File: src/rtl/cfram_pkg.sv
package cfram_pkg;

  typedef enum logic [2:0] {
    CF_NONE    = 3'd0,
    CF_STATE   = 3'd1,
    CF_DISTURB = 3'd2,
    CF_TRANS   = 3'd3,
    CF_WRDES   = 3'd4,
    CF_RDDES   = 3'd5,
    CF_INCRD   = 3'd6,
    CF_DECRD   = 3'd7
  } cf_class_e;

  typedef struct packed {
    cf_class_e cls;
    logic      aggr_st;
    logic      vict_st;
    logic      trig_rd;
    logic      trig_wd;
  } cf_qual_t;

endpackage

File: src/rtl/cfram_cfg.sv
module cfram_cfg
  import cfram_pkg::*;
#(
  parameter int AW = 4
) (
  input  logic          clk,
  input  logic          rst,
  input  logic          in_we,
  input  logic [AW-1:0] in_aggr,
  input  logic [AW-1:0] in_vict,
  input  cf_qual_t      in_qual,
  output logic [AW-1:0] q_aggr,
  output logic [AW-1:0] q_vict,
  output cf_qual_t      q_qual
);

  logic same_cell;
  assign same_cell = (in_aggr == in_vict);

  always_ff @(posedge clk) begin
    if (rst) begin
      q_aggr <= '0;
      q_vict <= '0;
      q_qual <= '{cls: CF_NONE, default: 1'b0};
    end else if (in_we) begin
      q_aggr <= in_aggr;
      q_vict <= in_vict;
      q_qual <= in_qual;
      if (same_cell) q_qual.cls <= CF_NONE;
    end
  end

  // equal addresses leave the memory fault-free
  a_r3_reject_same_cell: assert property (@(posedge clk) disable iff (rst)
    (in_we && (in_aggr == in_vict)) |=> (q_qual.cls == CF_NONE));

endmodule

File: src/rtl/cfram_array.sv
module cfram_array #(
  parameter int AW = 4
) (
  input  logic          clk,
  input  logic          rst,
  input  logic          wr_en,
  input  logic [AW-1:0] wr_addr,
  input  logic          wr_bit,
  input  logic          sd_en,
  input  logic [AW-1:0] sd_addr,
  input  logic          sd_bit,
  input  logic [AW-1:0] rd_addr,
  input  logic [AW-1:0] tap_a_addr,
  input  logic [AW-1:0] tap_v_addr,
  output logic          rd_bit,
  output logic          tap_a_bit,
  output logic          tap_v_bit
);

  localparam int DEPTH = 1 << AW;

  logic cells [DEPTH];

  for (genvar g = 0; g < DEPTH; g++) begin : g_cell
    always_ff @(posedge clk) begin
      if (rst)
        cells[g] <= 1'b0;
      else if (sd_en && (sd_addr == AW'(g)))
        cells[g] <= sd_bit;
      else if (wr_en && (wr_addr == AW'(g)))
        cells[g] <= wr_bit;
    end
  end

  assign rd_bit    = cells[rd_addr];
  assign tap_a_bit = cells[tap_a_addr];
  assign tap_v_bit = cells[tap_v_addr];

  // a write not overridden by the side port lands at its address
  a_r2_write_lands: assert property (@(posedge clk) disable iff (rst)
    (wr_en && !(sd_en && (sd_addr == wr_addr)))
      |=> (cells[$past(wr_addr)] == $past(wr_bit)));

endmodule

File: src/rtl/cfram_engine.sv
module cfram_engine
  import cfram_pkg::*;
#(
  parameter int AW = 4
) (
  input  cf_qual_t      qual,
  input  logic [AW-1:0] aggr_addr,
  input  logic [AW-1:0] vict_addr,
  input  logic          op_en,
  input  logic          op_we,
  input  logic [AW-1:0] op_addr,
  input  logic          op_wd,
  input  logic          aggr_bit,
  input  logic          vict_bit,
  input  logic          arr_rd,
  output logic          main_we,
  output logic          side_we,
  output logic          side_bit,
  output logic          rd_out
);

  logic active, hit_a, hit_v, a_qual, v_qual, trig;
  logic a_nxt, v_nxt, v_rd;

  always_comb begin
    active = (qual.cls != CF_NONE);
    hit_a  = op_en && (op_addr == aggr_addr);
    hit_v  = op_en && (op_addr == vict_addr);
    a_qual = (aggr_bit == qual.aggr_st);
    v_qual = (vict_bit == qual.vict_st);
    trig   = qual.trig_rd ? !op_we : (op_we && (op_wd == qual.trig_wd));
    a_nxt  = (hit_a && op_we) ? op_wd : aggr_bit;
    v_nxt  = (hit_v && op_we) ? op_wd : vict_bit;
    v_rd   = vict_bit;

    unique case (qual.cls)
      CF_DISTURB: if (hit_a && a_qual && trig) v_nxt = qual.vict_st;
      CF_TRANS:   if (hit_v && op_we && a_qual && v_qual && (op_wd != qual.vict_st))
                    v_nxt = vict_bit;
      CF_WRDES:   if (hit_v && op_we && a_qual && v_qual && (op_wd == qual.vict_st))
                    v_nxt = ~qual.vict_st;
      CF_RDDES:   if (hit_v && !op_we && a_qual && v_qual) begin
                    v_nxt = ~qual.vict_st;
                    v_rd  = ~qual.vict_st;
                  end
      CF_INCRD:   if (hit_v && !op_we && a_qual && v_qual) v_rd = ~qual.vict_st;
      CF_DECRD:   if (hit_v && !op_we && a_qual && v_qual) v_nxt = ~qual.vict_st;
      default:    ;
    endcase

    // state rule is judged on the values the cells will hold after this edge
    if ((qual.cls == CF_STATE) && (a_nxt == qual.aggr_st) && (v_nxt == qual.vict_st))
      v_nxt = ~qual.vict_st;
  end

  assign main_we  = op_en && op_we;
  assign side_we  = active;
  assign side_bit = v_nxt;
  assign rd_out   = (active && hit_v) ? v_rd : arr_rd;

endmodule

File: src/rtl/cfram_top.sv
module cfram_top
  import cfram_pkg::*;
#(
  parameter int AW = 4
) (
  input  logic          clk,
  input  logic          rst,
  input  logic          cfg_we,
  input  logic [AW-1:0] cfg_aggr_addr,
  input  logic [AW-1:0] cfg_vict_addr,
  input  logic [2:0]    cfg_class,
  input  logic          cfg_aggr_state,
  input  logic          cfg_vict_state,
  input  logic          cfg_trig_read,
  input  logic          cfg_trig_wdata,
  input  logic          mem_en,
  input  logic          mem_we,
  input  logic [AW-1:0] mem_addr,
  input  logic          mem_wdata,
  output logic          mem_rdata
);

  cf_qual_t      in_qual, qual;
  logic [AW-1:0] aggr_addr, vict_addr;
  logic          aggr_bit, vict_bit, arr_rd;
  logic          main_we, side_we, side_bit, rd_out;

  assign in_qual = '{cls:     cf_class_e'(cfg_class),
                     aggr_st: cfg_aggr_state,
                     vict_st: cfg_vict_state,
                     trig_rd: cfg_trig_read,
                     trig_wd: cfg_trig_wdata};

  cfram_cfg #(.AW(AW)) u_cfg (
    .clk(clk), .rst(rst), .in_we(cfg_we),
    .in_aggr(cfg_aggr_addr), .in_vict(cfg_vict_addr), .in_qual(in_qual),
    .q_aggr(aggr_addr), .q_vict(vict_addr), .q_qual(qual)
  );

  cfram_engine #(.AW(AW)) u_engine (
    .qual(qual), .aggr_addr(aggr_addr), .vict_addr(vict_addr),
    .op_en(mem_en), .op_we(mem_we), .op_addr(mem_addr), .op_wd(mem_wdata),
    .aggr_bit(aggr_bit), .vict_bit(vict_bit), .arr_rd(arr_rd),
    .main_we(main_we), .side_we(side_we), .side_bit(side_bit), .rd_out(rd_out)
  );

  cfram_array #(.AW(AW)) u_array (
    .clk(clk), .rst(rst),
    .wr_en(main_we), .wr_addr(mem_addr), .wr_bit(mem_wdata),
    .sd_en(side_we), .sd_addr(vict_addr), .sd_bit(side_bit),
    .rd_addr(mem_addr), .tap_a_addr(aggr_addr), .tap_v_addr(vict_addr),
    .rd_bit(arr_rd), .tap_a_bit(aggr_bit), .tap_v_bit(vict_bit)
  );

  always_ff @(posedge clk) begin
    if (rst)                    mem_rdata <= 1'b0;
    else if (mem_en && !mem_we) mem_rdata <= rd_out;
  end

  logic vict_cond;
  assign vict_cond = (aggr_bit == qual.aggr_st) && (vict_bit == qual.vict_st);

  // fault-free read returns the array bit one cycle later
  a_r2_plain_read: assert property (@(posedge clk) disable iff (rst)
    ((qual.cls == CF_NONE) && mem_en && !mem_we) |=> (mem_rdata == $past(arr_rd)));

  // with a stable state-class configuration the forbidden pair never persists
  a_r4_state_pair: assert property (@(posedge clk) disable iff (rst)
    (qual.cls == CF_STATE) |=>
      (!$stable(qual) || !$stable(aggr_addr) || !$stable(vict_addr) || !vict_cond));

  // a qualifying aggressor access sets the victim at the same edge
  a_r5_disturb: assert property (@(posedge clk) disable iff (rst)
    ((qual.cls == CF_DISTURB) && mem_en && (mem_addr == aggr_addr) &&
     (aggr_bit == qual.aggr_st) &&
     (qual.trig_rd ? !mem_we : (mem_we && (mem_wdata == qual.trig_wd))))
      |=> (vict_bit == $past(qual.vict_st)));

  // a blocked transition leaves the victim unchanged
  a_r6_trans_blocked: assert property (@(posedge clk) disable iff (rst)
    ((qual.cls == CF_TRANS) && mem_en && mem_we && (mem_addr == vict_addr) &&
     vict_cond && (mem_wdata != qual.vict_st)) |=> $stable(vict_bit));

  // destructive read flips both output and content
  a_r8_rd_destroy: assert property (@(posedge clk) disable iff (rst)
    ((qual.cls == CF_RDDES) && mem_en && !mem_we && (mem_addr == vict_addr) && vict_cond)
      |=> ((mem_rdata == !$past(qual.vict_st)) && (vict_bit == !$past(qual.vict_st))));

  // incorrect read keeps the content
  a_r9_rd_wrong: assert property (@(posedge clk) disable iff (rst)
    ((qual.cls == CF_INCRD) && mem_en && !mem_we && (mem_addr == vict_addr) && vict_cond)
      |=> ((mem_rdata == !$past(qual.vict_st)) && (vict_bit == $past(qual.vict_st))));

endmodule

File: config.mk
export PLATFORM = sky130hd
export DESIGN_NAME = cfram_top
export DESIGN_NICKNAME = d
export VERILOG_FILES = /design/src/rtl/cfram_pkg.sv /design/src/rtl/cfram_cfg.sv /design/src/rtl/cfram_array.sv /design/src/rtl/cfram_engine.sv /design/src/rtl/cfram_top.sv
export SDC_FILE = /design/constraint.sdc
export NUM_CORES = 1
export LEC_CHECK = 0
export CAP_MARGIN = 10
export CORE_MARGIN = 10
export CORE_UTILIZATION = 55
export DETAILED_ROUTE_END_ITERATION = 8
export DONT_BUFFER_PORTS = 1
export PLACE_DENSITY = 0.79
export SLEW_MARGIN = 20
export SYNTH_ARGS = -nofsm -noshare
export SYNTH_HDL_FRONTEND = slang
export SYNTH_HIERARCHICAL = 1
export SYNTH_SLANG_ARGS = --single-unit
export TNS_END_PERCENT = 1
File: constraint.sdc
create_clock -name clk -period 4.31 [get_ports clk]
set_clock_uncertainty 0.05 [all_clocks]
set_input_delay 0.2155 -clock clk [delete_from_list [all_inputs] [get_ports clk]]
set_output_delay 0.2155 -clock clk [all_outputs]
set_load 0.01 [all_outputs]
* Yosys cells after proc, flatten, opt, wreduce, memory -nomap -nowiden
Memories as Yosys holds them, arrays and structs flattened. A register that Yosys moved wholly into a read port is not among the register bits. Index checks and enable logic that the tools add are counted.
Word-level totals: flip-flop bits (word level) 16, output and inout bits 1, input port bits 25, memories kept 1, logic and storage cells 309, RAM bits 16
Cells by class: equal/unequal tests 47, bitwise logic cells 33, reduce and logical (&&, ||, !) cells 57, multiplexer cells 163
Memories:
- u_array.cells | words 16, width 1, rd ports 3, clocked after memory_dff 2, wr ports 16, line cfram_array.sv:22 | logic cells [DEPTH];
Operators with widths (number):
- two-way mux 1 bit | 157
- equality test 4 bit (second input constant) | 16
- logical AND 1 bit | 51
- equality test 4 x 3 -> 1 bit (second input constant) | 8
- bitwise OR 1 bit | 32
- equality test 4 x 2 -> 1 bit (second input constant) | 4
- two-way mux 4 bit | 4
- equality test 3 bit (second input constant) | 4
- equality test 4 bit | 3
- equality test 4 x 1 -> 1 bit (second input constant) | 2
- logical NOT 4 bit | 2
- equality test 1 bit | 6
- equality test 3 x 2 -> 1 bit (second input constant) | 2
- case mux 1 bit (4 select lines) | 1
- OR reduction 2 bit | 2
- equality test 3 x 1 -> 1 bit (second input constant) | 1
- two-way mux 3 bit | 1
- nonzero test 3 bit | 1
- logical NOT 1 bit | 1
- != test 1 bit | 1
- inverter 1 bit | 1

* Logic depth before layout (Yosys ltp)
Gate-level depths: netlist of run 1.
depth in word-level cells 13, mapped depth 14, depth with buffers taken out 11

* By module
The synthesis of run 1 kept the hierarchy.
By module, submodules not included:
- cfram_array | seq. area each 480.5 µm², cells an instance 149, instances 1, area an instance 1595.3 µm²
- cfram_cfg | seq. area each 300.3 µm², cells an instance 57, instances 1, area an instance 605.6 µm²
- cfram_engine | seq. area each 0.0 µm², cells an instance 73, instances 1, area an instance 519.2 µm²
- cfram_top | seq. area each 20.0 µm², cells an instance 5, instances 1, area an instance 50.0 µm²

* Worst setup path before layout of run 1
No wires, ideal clock.
kind register to register, start point register u_cfg.q_aggr[0], end point memory u_array.cells[4] (data pin), buffers on the path 2, data arrival time 2879 ps, required time 3994 ps, clock period less this slack 3195 ps, cell stages (with the launch flop) 14, slack 1115 ps, setup time 266 ps, cell sequence dfxtp_1 mux4_1 mux2i_1 mux2i_1 xor2_1 nor4b_1 a21oi_1 o2bb2ai_1 a211oi_1 a311oi_2 nand2b_1 clkbuf_1 buf_2 mux2i_1
RTL lines:
- start: declaration | line cfram_cfg.sv:12 | output logic [AW-1:0] q_aggr,
- start signal: assignment | line cfram_cfg.sv:26 | q_aggr <= in_aggr;
- end: declaration | line cfram_array.sv:22

==> impl_metrics.csv, run 1 <==
group,metric,value,unit
outcome,run_status,"completed",
route,drt_iter0_drc,169,
synth,synthFlopType,"edfxtp_1",
synth,syn_avg_cell_area,9.754,um2
route,top_layer_used,"met4",
sta,fin_tns_setup,0,ns
critical_path,worst_ep_required_time,4.25,ns
final_layout,antenna_cells,0,
global_routing,grt_max_degree,28,
critical_path,worstSetupPathType,"reg2reg",
route,drc,0,
route,wl_met1,2804,um
final_layout,drive_gt1_share,7.299,%
cts,h-tree-depth,2,
synth,syn_inst,284,
sta,min_period_over_period,90.40,%
critical_path,cp_max_fo,16,
synth,synth.distinct_cells,53,
critical_path,critPathMostFrequentCell,"mux2i_1",
sta,whs,0.02172,ns
global_routing,antenna_found_initial,0,
cts,cts-buffers-inserted,5,
global_routing,grt.total_usage,16.08,%
critical_path,r2r_slack,0.41,ns
critical_path,reg2regPathDepth,10,
synth,ys_seq_elements,32,
sta,finalSetupViolCount,0,
power_and_ir_drop,p_leak,1.064,nW
critical_path,worstSetupEndpointType,"register",
floorplanning,core_area,4817,um2
critical_path,timing.rr.end,"u_array/cells[7]$_DFFE_PP_",
synth,seq_area_frac_synth,28.91,%
final_layout,stdcell_area,2853,um2
cts,tritoncts,"done",
sta,worst_pin_slew,0.7736,ns
route,wl_met2,3106,um
sta,max_freq,256.7,MHz
route,drt_wl_total,6685,um
cts,ctsRootBufferMaster,"clkbuf_8",
route,drt_first_pass_iters,5,
final_layout,final_nets,298,
placed_design,gp_routability_congestion,0.9398,
global_routing,grt_pass1_wl,11070,um
critical_path,worstSetupStartpointType,"register",
worst_hold_path,hp-class,"in2reg",
route,num_vias,2235,
floorplanning,die_h,90.97,um
synth,syn_nets,309,
worst_hold_path,holdPathEnd,"u_cfg/q_qual[5]$_SDFFE_PP0P_",
floorplanning,die_w,90.97,um
critical_path,cp_slowest_cell,"dfxtp_1",
synth,syn_area,2770,um2
placed_design,io_buffer_count,0,
floorplanning,dieArea,8276,um2
critical_path,cp_slowest_stage_delay,0.73,ns
cts,cts_sinks,32,
final_layout,multi_input_area,1851,um2
route,antenna_left,0,
power_and_ir_drop,vdd_drop_max,0.0001325,V
cts,clkTransAtPathRegs,0.06,ns
sta,rsz0062_at_grt,"false",
final_layout,final_common_cell,"mux2i_1",
critical_path,worstPathCellList,"mux4_1 > mux2i_1 > mux2i_1 > o311ai_1 > a21oi_1 > o2bb2ai_1 > a211oi_1 > a311oi_2 > nand2b_1 > mux2i_1",
final_layout,regArea,800.8,um2
cts,hold_buffers,1,
final_layout,area_delta_synth_final,2.981,%
sta,fin_crit,3.896,ns
final_layout,final_cell_mix,"mux2i_1, nor2_1, nand2_1",
synth,async_flop_share,0,%
cts,postCtsSetupBuffers,0,
floorplanning,pin_count,26,
global_routing,grt_overflow,0,
synth,synth_edf_count,16,
synth,yosysWarnings,6,
final_layout,fill_cells,441,
floorplanning,initial_core_util,57.51,%
worst_hold_path,hp-start,"cfg_we",
placed_design,hpwlAfterDp,4718,um
route,wl_per_cell,19.60,um
sta,drv_slew,0,
sta,relSlewSlack,46.95,%
power_and_ir_drop,power_density,261.4,nW/um2
placed_design,dpl_cell_area,2761,um2
cts,clock_path_buffers,2,
critical_path,r2r_start,"u_cfg/q_vict[0]$_SDFFE_PP0P_",
cts,ctsResizeCount,0,
global_routing,grt_pass1_vias,2204,
floorplanning,fp-row-count,25,
sta,hold_viol_final,0,
route,avgViaCountPerCell,6.554,
cts,clk_latency,0.28,ns
route,met3_length,628,um
critical_path,cp.arrival,3.84,ns
worst_hold_path,min_path_cells,2,
run,drv_cap,0,
-- critical path: cells and delay by family (launching register included) --
family / cells / cell delay, ns
flops: 1 / 0.73
simple gates: 1 / 0.49
mux: 4 / 1.26
compound gates: 5 / 1.07
-- flip-flops by register name, indices dropped and copies added (netlist names) --
signal and count:
u_cfg/q_qual 7, mem_rdata 1, u_array/cells 16, u_cfg/q_vict 4, u_cfg/q_aggr 4
-- logic make-up after synthesis --
| family | Yosys count | synth area share, % |
|---|---|---|
| AOI/OAI and AO/OA | 35 | 10.39 |
| xor gates and xnor gates | 17 | 5.375 |
| buffers and inverters | 26 | 4.291 |
| DFF | 32 | 28.91 |
| muxes | 52 | 26.06 |
| and+or+nand+nor | 122 | 24.98 |
-- metal layers --
layer | global-route usage (%) | vias to the layer above
met1 | 20.04 | 1057
met3 | 4.527 | 16
met2 | 25.84 | 117
met5 | 0 | -
met4 | 6.005 | 0
li1 | - | 1045
-- report_power, final --
part / internal, mW / total [mW] / switching [mW] / leakage [nW]
Sequential: 0.336 / 0.363 / 0.0270 / 0.298
Clock: 0.113 / 0.220 / 0.107 / 0.0422
Combinational: 0.0797 / 0.162 / 0.0825 / 0.724
-- how the worst max path moves through the flow --
| stage | depth (start not counted) | startpoint | to | slack, ns |
|---|---|---|---|---|
| finish | 10 | u_cfg/q_vict[0]$_SDFFE_PP0P_ | u_array/cells[7]$_DFFE_PP_ | 0.41 |
| global route | 10 | u_cfg/q_vict[0]$_SDFFE_PP0P_ | u_array/cells[7]$_DFFE_PP_ | 0.08 |
| CTS | 10 | u_cfg/q_vict[0]$_SDFFE_PP0P_ | u_array/cells[7]$_DFFE_PP_ | 0.46 |
| detailed placement | 10 | u_cfg/q_vict[0]$_SDFFE_PP0P_ | u_array/cells[7]$_DFFE_PP_ | 0.48 |
| global placement | 10 | u_cfg/q_vict[0]$_SDFFE_PP0P_ | u_array/cells[7]$_DFFE_PP_ | 0.63 |
| floorplan | 13 | u_cfg/q_aggr[0]$_SDFFE_PP0P_ | u_array/cells[4]$_DFFE_PP_ | 1.12 |
-- per-stage QoR --
step	setup slack [ns]	instances	total power [mW]	utilization, %
floorplan	1.115	284	0.5105	-
global placement	0.6313	332	0.5215	57.32
detailed placement	0.4831	332	0.5254	57.32
CTS	0.4561	341	0.7479	59.22
global route	0.08447	341	0.7801	59.22
finish	0.4139	341	0.7458	59.22
-- cell usage after synthesis, drive strengths merged (2+ instances only) --
| master | instances | share of area, % |
|---|---|---|
| o31ai | 4 | 1.1 |
| or3b | 3 | 0.95 |
| a41oi | 4 | 1.3 |
| nand2 | 30 | 4.3 |
| a311o | 6 | 2.2 |
| nand2b | 7 | 1.6 |
| a21oi | 6 | 1.1 |
| mux4 | 12 | 11 |
| o21ai | 3 | 0.54 |
| o211ai | 2 | 0.72 |
| or3 | 7 | 1.6 |
| nand3 | 6 | 1.1 |
| nor2 | 34 | 4.6 |
| and3 | 4 | 0.90 |
| nand3b | 6 | 1.6 |
| mux2 | 2 | 0.95 |
| dfxtp | 16 | 12 |
| clkbuf | 6 | 0.81 |
| inv | 7 | 0.95 |
| and4bb | 2 | 0.90 |
| xnor2 | 7 | 2.2 |
| buf | 13 | 2.5 |
| a211oi | 2 | 0.72 |
| xor2 | 10 | 3.2 |
| nor4 | 4 | 2.0 |
| nor4b | 2 | 0.86 |
| mux2i | 38 | 14 |
| a31oi | 2 | 0.45 |
| edfxtp | 16 | 17 |
| nor3b | 2 | 0.72 |
| nor3 | 4 | 0.72 |
| nor2b | 3 | 0.68 |
| and3b | 3 | 0.95 |
-- area by class of cell --
type	instances	share of cell area, %
clock buffers	7	2.675
flip-flops and latches	32	28.07
inverters	7	0.9211
well taps	67	2.939
repair buffers	1	0.3509
clock inverters	1	0.1754
multi-input cells	226	64.87
Note: power is estimated with default switching activity, not from simulation.
==> run 2, diff against run 1 <==
- ABC_CLOCK_PERIOD_IN_PS: unset -> 4310
- CELL_PAD_IN_SITES_DETAIL_PLACEMENT: unset -> 1
- CELL_PAD_IN_SITES_GLOBAL_PLACEMENT: unset -> 1
- CORE_UTILIZATION: 55 -> 50
- PLACE_DENSITY: 0.79 -> 0.89
- RECOVER_POWER: unset -> 100
==> run 2 against run 1 <==
Effect of this change:
- cell area grew 1.5%
- wire length grew 21%
- clock power grew 28%
- critical path type unchanged
- largest cell class unchanged
==> impl_metrics.csv, run 2 (synthesis gave the netlist of run 1 again) <==
group,metric,value,unit
final_layout,antenna_cells,0,
critical_path,cp_max_fo,16,
floorplanning,dieArea,8918,um2
placed_design,dp_cells,338,
sta,fin_tns_setup,0,ns
route,drc,0,
final_layout,fill_cells,613,
run,drv_cap,0,
final_layout,drive_gt1_share,8.000,%
power_and_ir_drop,p_int,0.5791,mW
floorplanning,core_area,5439,um2
placed_design,place_ws,0.4313,ns
critical_path,worstSetupPathType,"reg2reg",
sta,drv_slew,0,
route,num_vias,2288,
final_layout,stdcell_area,2897,um2
sta,worst_pin_slew,0.8686,ns
sta,fin_crit,4.004,ns
cts,clk_latency,0.29,ns
final_layout,max_flop_register,"u_array/cells",
floorplanning,die_h,94.44,um
critical_path,r2r_slack,0.31,ns
cts,tritoncts,"done",
cts,cts-buffers-inserted,5,
sta,hold_viol_final,0,
final_layout,final_common_cell,"mux2i_1",
critical_path,timing.rr.end,"u_array/cells[9]$_DFFE_PP_",
power_and_ir_drop,clkPwrFrac,34.5,%
final_layout,fin_cells,347,
critical_path,worst_ep_required_time,4.26,ns
global_routing,grt.total_usage,18.28,%
final_layout,area_delta_synth_final,4.562,%
critical_path,worstSetupStartpoint,"u_cfg/q_vict[0]$_SDFFE_PP0P_",
floorplanning,pin_count,26,
cts,ctsRootBufferMaster,"clkbuf_8",
global_routing,antenna_found_initial,0,
global_routing,grt_pass1_vias,2428,
power_and_ir_drop,power_density,281.7,nW/um2
sta,max_freq,249.7,MHz
power_and_ir_drop,p_switching,0.2368,mW
power_and_ir_drop,combPwrFrac,21.1,%
final_layout,final_nets,299,
route,drt_wl_total,8085,um
critical_path,worstSetupEndpointType,"register",
final_layout,largest_register_ffs,16,
placed_design,hpwlAfterDp,5708,um
critical_path,crit_end,"u_array/cells[9]$_DFFE_PP_",
placed_design,gp_routability_congestion,0.8392,
power_and_ir_drop,switching_share,29.03,%
route,avgViaCountPerCell,6.594,
final_layout,top_regs,"u_array/cells (16), u_cfg/q_qual (7)",
critical_path,cp.arrival,3.96,ns
route,wl_per_cell,23.30,um
global_routing,grt_pass1_wl,12880,um
floorplanning,die_w,94.44,um
worst_hold_path,hp-class,"in2reg",
route,drt_first_pass_iters,4,
sta,relSlewSlack,40.44,%
sta,fin_ws,0.3059,ns
outcome,run_status,"completed",
global_routing,grt_overflow,0,
floorplanning,initial_core_util,50.93,%
power_and_ir_drop,p_leak,1.084,nW
sta,rsz0062_at_grt,"false",
sta,whs,0.01500,ns
power_and_ir_drop,p_seq_share,44.5,%
route,antenna_left,0,
final_layout,final_cell_mix,"mux2i_1, nor2_1, nand2_1",
cts,h-tree-depth,2,
floorplanning,fp-row-count,27,
power_and_ir_drop,totalPowerFinal,0.8160,mW
sta,finalSetupViolCount,0,
critical_path,reg2regPathDepth,10,
power_and_ir_drop,vdd_drop_max,0.0001245,V
sta,min_period_over_period,92.90,%
cts,clock_path_buffers,2,
final_layout,utilization,53.26,%
cts,cts_sinks,32,
cts,clkTransAtPathRegs,0.07,ns
critical_path,r2r_start,"u_cfg/q_vict[0]$_SDFFE_PP0P_",
global_routing,grt_max_degree,28,
placed_design,dpl_cell_area,2775,um2
route,drt_iter0_drc,167,
cts,ctsResizeCount,0,
critical_path,worstSetupStartpointType,"register",
placed_design,io_buffer_count,0,
run 2: cell count changes in the layout (fill, tap and decap cells not counted):
| cell | before | now |
|---|---|---|
| clkinv_2 | 1 | 0 |
| o21ai_1 | 2 | 1 |
| clkbuf_1 | 2 | 0 |
| clkbuf_16 | 0 | 1 |
| buf_4 | 0 | 1 |
| o21ai_0 | 1 | 2 |
| clkinv_1 | 0 | 1 |
| clkbuf_8 | 5 | 6 |
run 2: critical path: stages (launching register included):
cell       delay, ns
dfxtp_1         0.78
mux4_1          0.64
mux2i_1         0.20
mux2i_1         0.31
o311ai_1        0.38
a21oi_1         0.07
o2bb2ai_1       0.16
a211oi_1        0.30
a311oi_2        0.14
nand2b_1        0.50
mux2i_1         0.18
run 2: routing by layer:
| metal | track usage [%] | vias up | part of all wire, % |
|---|---|---|---|
| li1 | - | 1045 | - |
| met1 | 21.24 | 1141 | 41 |
| met2 | 31.18 | 84 | 50 |
| met3 | 4.044 | 18 | 7.1 |
| met4 | 8.734 | 0 | 2.5 |
| met5 | 0 | - | 0 |
run 2: worst min path at each step:
stage                         from  slack [ns]                      endpoint  depth (start not counted)
CTS                         cfg_we        0.01  u_cfg/q_qual[6]$_SDFFE_PP0P_                          2
floorplan           cfg_vict_state        0.31  u_cfg/q_qual[2]$_SDFFE_PP0P_                          2
finish                      cfg_we        0.01  u_cfg/q_qual[6]$_SDFFE_PP0P_                          2
global route                cfg_we       0.006  u_cfg/q_qual[6]$_SDFFE_PP0P_                          2
global placement               rst        0.24  u_cfg/q_qual[0]$_SDFFE_PP0P_                          1
detailed placement             rst        0.25  u_cfg/q_qual[3]$_SDFFE_PP0P_                          1
run 2: what timing repair did:
item                                   4_1_cts  5_1_grt
hold buffers                                 1        0
endpoints found under the hold margin       15        0
setup buffers                                0        0
run 2: cell type report:
cell class / instances / area, um2 / area share, %
Multi-Input combinational cell: 226 / 1851 / 63.89
Inverter: 7 / 26.28 / 0.9071
Tap cell: 72 / 90.09 / 3.110
Sequential cell: 32 / 800.8 / 27.65
Timing Repair Buffer: 2 / 17.52 / 0.6048
Clock inverter: 1 / 3.754 / 0.1296
Clock buffer: 7 / 107.6 / 3.715
run 2: power by group through the flow:
stage,Sequential [mW],Clock [mW],Combinational [mW]
6_report,0.363,0.281,0.172
5_1_grt,0.365,0.301,0.184
4_1_cts,0.362,0.287,0.170
3_5_place_dp,0.369,0,0.165
3_3_place_gp,0.367,0,0.158
2_1_floorplan,0.355,0,0.155
==> run 3, diff against run 2 <==
- CORE_MARGIN: 10 -> 5
==> run 3 against run 2 <==
Effect of this change:
- sequential cell count unchanged
- critical path type unchanged
- maximum frequency down 1.3%
- power down 6.4%
- via count up 0.92%
- largest cell class unchanged
==> impl_metrics.csv, run 3 (synthesis gave the netlist of run 1 again) <==
group,metric,value,unit
outcome,run_status,"completed",
cts,h-tree-depth,2,
cts,tritoncts,"done",
floorplanning,dieArea,7129,um2
floorplanning,die_w,84.44,um
worst_hold_path,hp-start,"cfg_vict_addr[2]",
sta,rsz0062_at_grt,"false",
final_layout,antenna_cells,0,
power_and_ir_drop,totalPowerFinal,0.7641,mW
floorplanning,pin_count,26,
route,drt_first_pass_iters,4,
route,drt_wl_total,8056,um
route,num_vias,2309,
global_routing,grt_pass1_vias,2401,
global_routing,antenna_found_initial,0,
cts,clkTransAtPathRegs,0.08,ns
floorplanning,core_area,5439,um2
final_layout,utilization,52.45,%
placed_design,place_ws,0.3678,ns
placed_design,gp_routability_congestion,0.8653,
critical_path,r2r_start,"u_cfg/q_vict[0]$_SDFFE_PP0P_",
final_layout,area_delta_synth_final,2.981,%
floorplanning,fp-row-count,27,
critical_path,reg2regPathDepth,10,
cts,clock_path_buffers,2,
critical_path,worstSetupEndpointType,"register",
sta,fin_crit,4.055,ns
sta,max_freq,246.6,MHz
final_layout,final_cell_mix,"mux2i_1, nor2_1, nand2_1",
power_and_ir_drop,switching_share,30.87,%
power_and_ir_drop,p_leak,1.063,nW
sta,finalSetupViolCount,0,
final_layout,max_flop_register,"u_array/cells",
power_and_ir_drop,vdd_drop_max,0.0001445,V
sta,fin_ws,0.2551,ns
critical_path,cp_slowest_stage_delay,0.78,ns
power_and_ir_drop,clkPwrFrac,30.2,%
cts,cts_sinks,32,
critical_path,cp_slowest_cell,"dfxtp_1",
sta,hold_viol_final,0,
final_layout,largest_register_ffs,16,
floorplanning,die_h,84.44,um
route,antenna_left,0,
critical_path,worstSetupStartpointType,"register",
critical_path,r2r_slack,0.26,ns
floorplanning,initial_core_util,50.93,%
sta,drv_slew,0,
cts,clk_latency,0.29,ns
route,wl_per_cell,23.28,um
sta,worst_pin_slew,0.8679,ns
route,drc,0,
placed_design,hpwlAfterDp,5785,um
critical_path,worst_ep_required_time,4.27,ns
cts,cts-buffers-inserted,5,
final_layout,fill_cells,606,
power_and_ir_drop,combPwrFrac,22.1,%
power_and_ir_drop,p_seq_share,47.8,%
global_routing,grt_pass1_wl,13140,um
global_routing,grt.total_usage,23.22,%
final_layout,final_common_cell,"mux2i_1",
power_and_ir_drop,p_switching,0.2359,mW
global_routing,grt_max_degree,28,
worst_hold_path,holdPathEnd,"u_cfg/q_vict[2]$_SDFFE_PP0P_",
final_layout,drive_gt1_share,6.934,%
power_and_ir_drop,p_int,0.5282,mW
route,drt_iter0_drc,222,
critical_path,cp_max_fo,16,
final_layout,final_nets,298,
sta,relSlewSlack,40.49,%
critical_path,critPathMostFrequentCell,"mux2i_1",
cts,ctsResizeCount,0,
sta,min_period_over_period,94.08,%
critical_path,worstPathCellList,"mux4_1 > mux2i_1 > mux2i_1 > o311ai_1 > a21oi_1 > o2bb2ai_1 > a211oi_1 > a311oi_1 > nand2b_1 > mux2i_1",
critical_path,cp.arrival,4.01,ns
global_routing,grt_overflow,0,
power_and_ir_drop,power_density,267.8,nW/um2
critical_path,timing.rr.end,"u_array/cells[0]$_DFFE_PP_",
sta,fin_tns_setup,0,ns
worst_hold_path,hp-class,"in2reg",
worst_hold_path,min_path_cells,2,
final_layout,top_regs,"u_array/cells (16), u_cfg/q_qual (7)",
run,drv_cap,0,
route,avgViaCountPerCell,6.673,
placed_design,io_buffer_count,0,
critical_path,worstSetupPathType,"reg2reg",
cts,ctsRootBufferMaster,"clkbuf_8",
[run 3: cell types whose count changed in the layout (fill, tap and decap cells not counted), sizes merged]
cell  change
buf       -1
[run 3: layout make-up]
type | count | area (um2) | area share (%)
Multi-Input combinational cell | 226 | 1844 | 64.65
Timing Repair Buffer | 1 | 10.01 | 0.3509
Tap cell | 72 | 90.09 | 3.158
Clock inverter | 1 | 5.005 | 0.1754
Inverter | 7 | 26.28 | 0.9211
Clock buffer | 7 | 76.32 | 2.675
Sequential cell | 32 | 800.8 | 28.07
[run 3: repair_timing]
item | CTS | global route
hold endpoints to repair | 15 | 0
hold buffers | 1 | 0
buffers inserted | 0 | 0
[run 3: power groups by stage]
stage	logic [mW]	clock network (mW)	registers, mW
2_1_floorplan	0.155	0	0.355
3_3_place_gp	0.155	0	0.368
3_5_place_dp	0.164	0	0.371
4_1_cts	0.169	0.233	0.364
5_1_grt	0.181	0.249	0.367
6_report	0.169	0.230	0.365
[run 3: through the flow]
| stage | std cells | cell area (um2) | hold WS, ns |
|---|---|---|---|
| 5_1_grt | 346 | 2853 | 0.02159 |
| 3_3_place_gp | 337 | 2768 | 0.2435 |
| 2_1_floorplan | 284 | 2770 | 0.3124 |
| 3_5_place_dp | 337 | 2768 | 0.2443 |
| 6_report | 346 | 2853 | 0.02628 |
| 4_1_cts | 346 | 2859 | 0.02436 |
[run 3: worst max path at each step]
stage	startpoint	end	slack (ns)
after global placement	u_cfg/q_vict[0]$_SDFFE_PP0P_	u_array/cells[1]$_DFFE_PP_	0.56
final	u_cfg/q_vict[0]$_SDFFE_PP0P_	u_array/cells[0]$_DFFE_PP_	0.26
after global routing	u_cfg/q_vict[0]$_SDFFE_PP0P_	u_array/cells[12]$_DFFE_PP_	0.09
after floorplan	u_cfg/q_aggr[0]$_SDFFE_PP0P_	u_array/cells[4]$_DFFE_PP_	1.12
after CTS	u_cfg/q_vict[0]$_SDFFE_PP0P_	u_array/cells[0]$_DFFE_PP_	0.27
after detailed placement	u_cfg/q_vict[0]$_SDFFE_PP0P_	u_array/cells[0]$_DFFE_PP_	0.37
[run 3: worst max-delay path, delay by kind of cell, from the launching register on]
family          cells  cell delay [ns]
compound gates      5             1.04
flops               1             0.78
mux                 4             1.39
simple gates        1             0.49
[run 3: routing by layer]
layer / vias up / GRT usage [%] / routed length (um)
li1: 1052 / - / -
met1: 1148 / 28.74 / 3303
met2: 100 / 41.61 / 4082
met3: 9 / 4.122 / 570
met4: 0 / 6.043 / 100
met5: - / 0 / 0
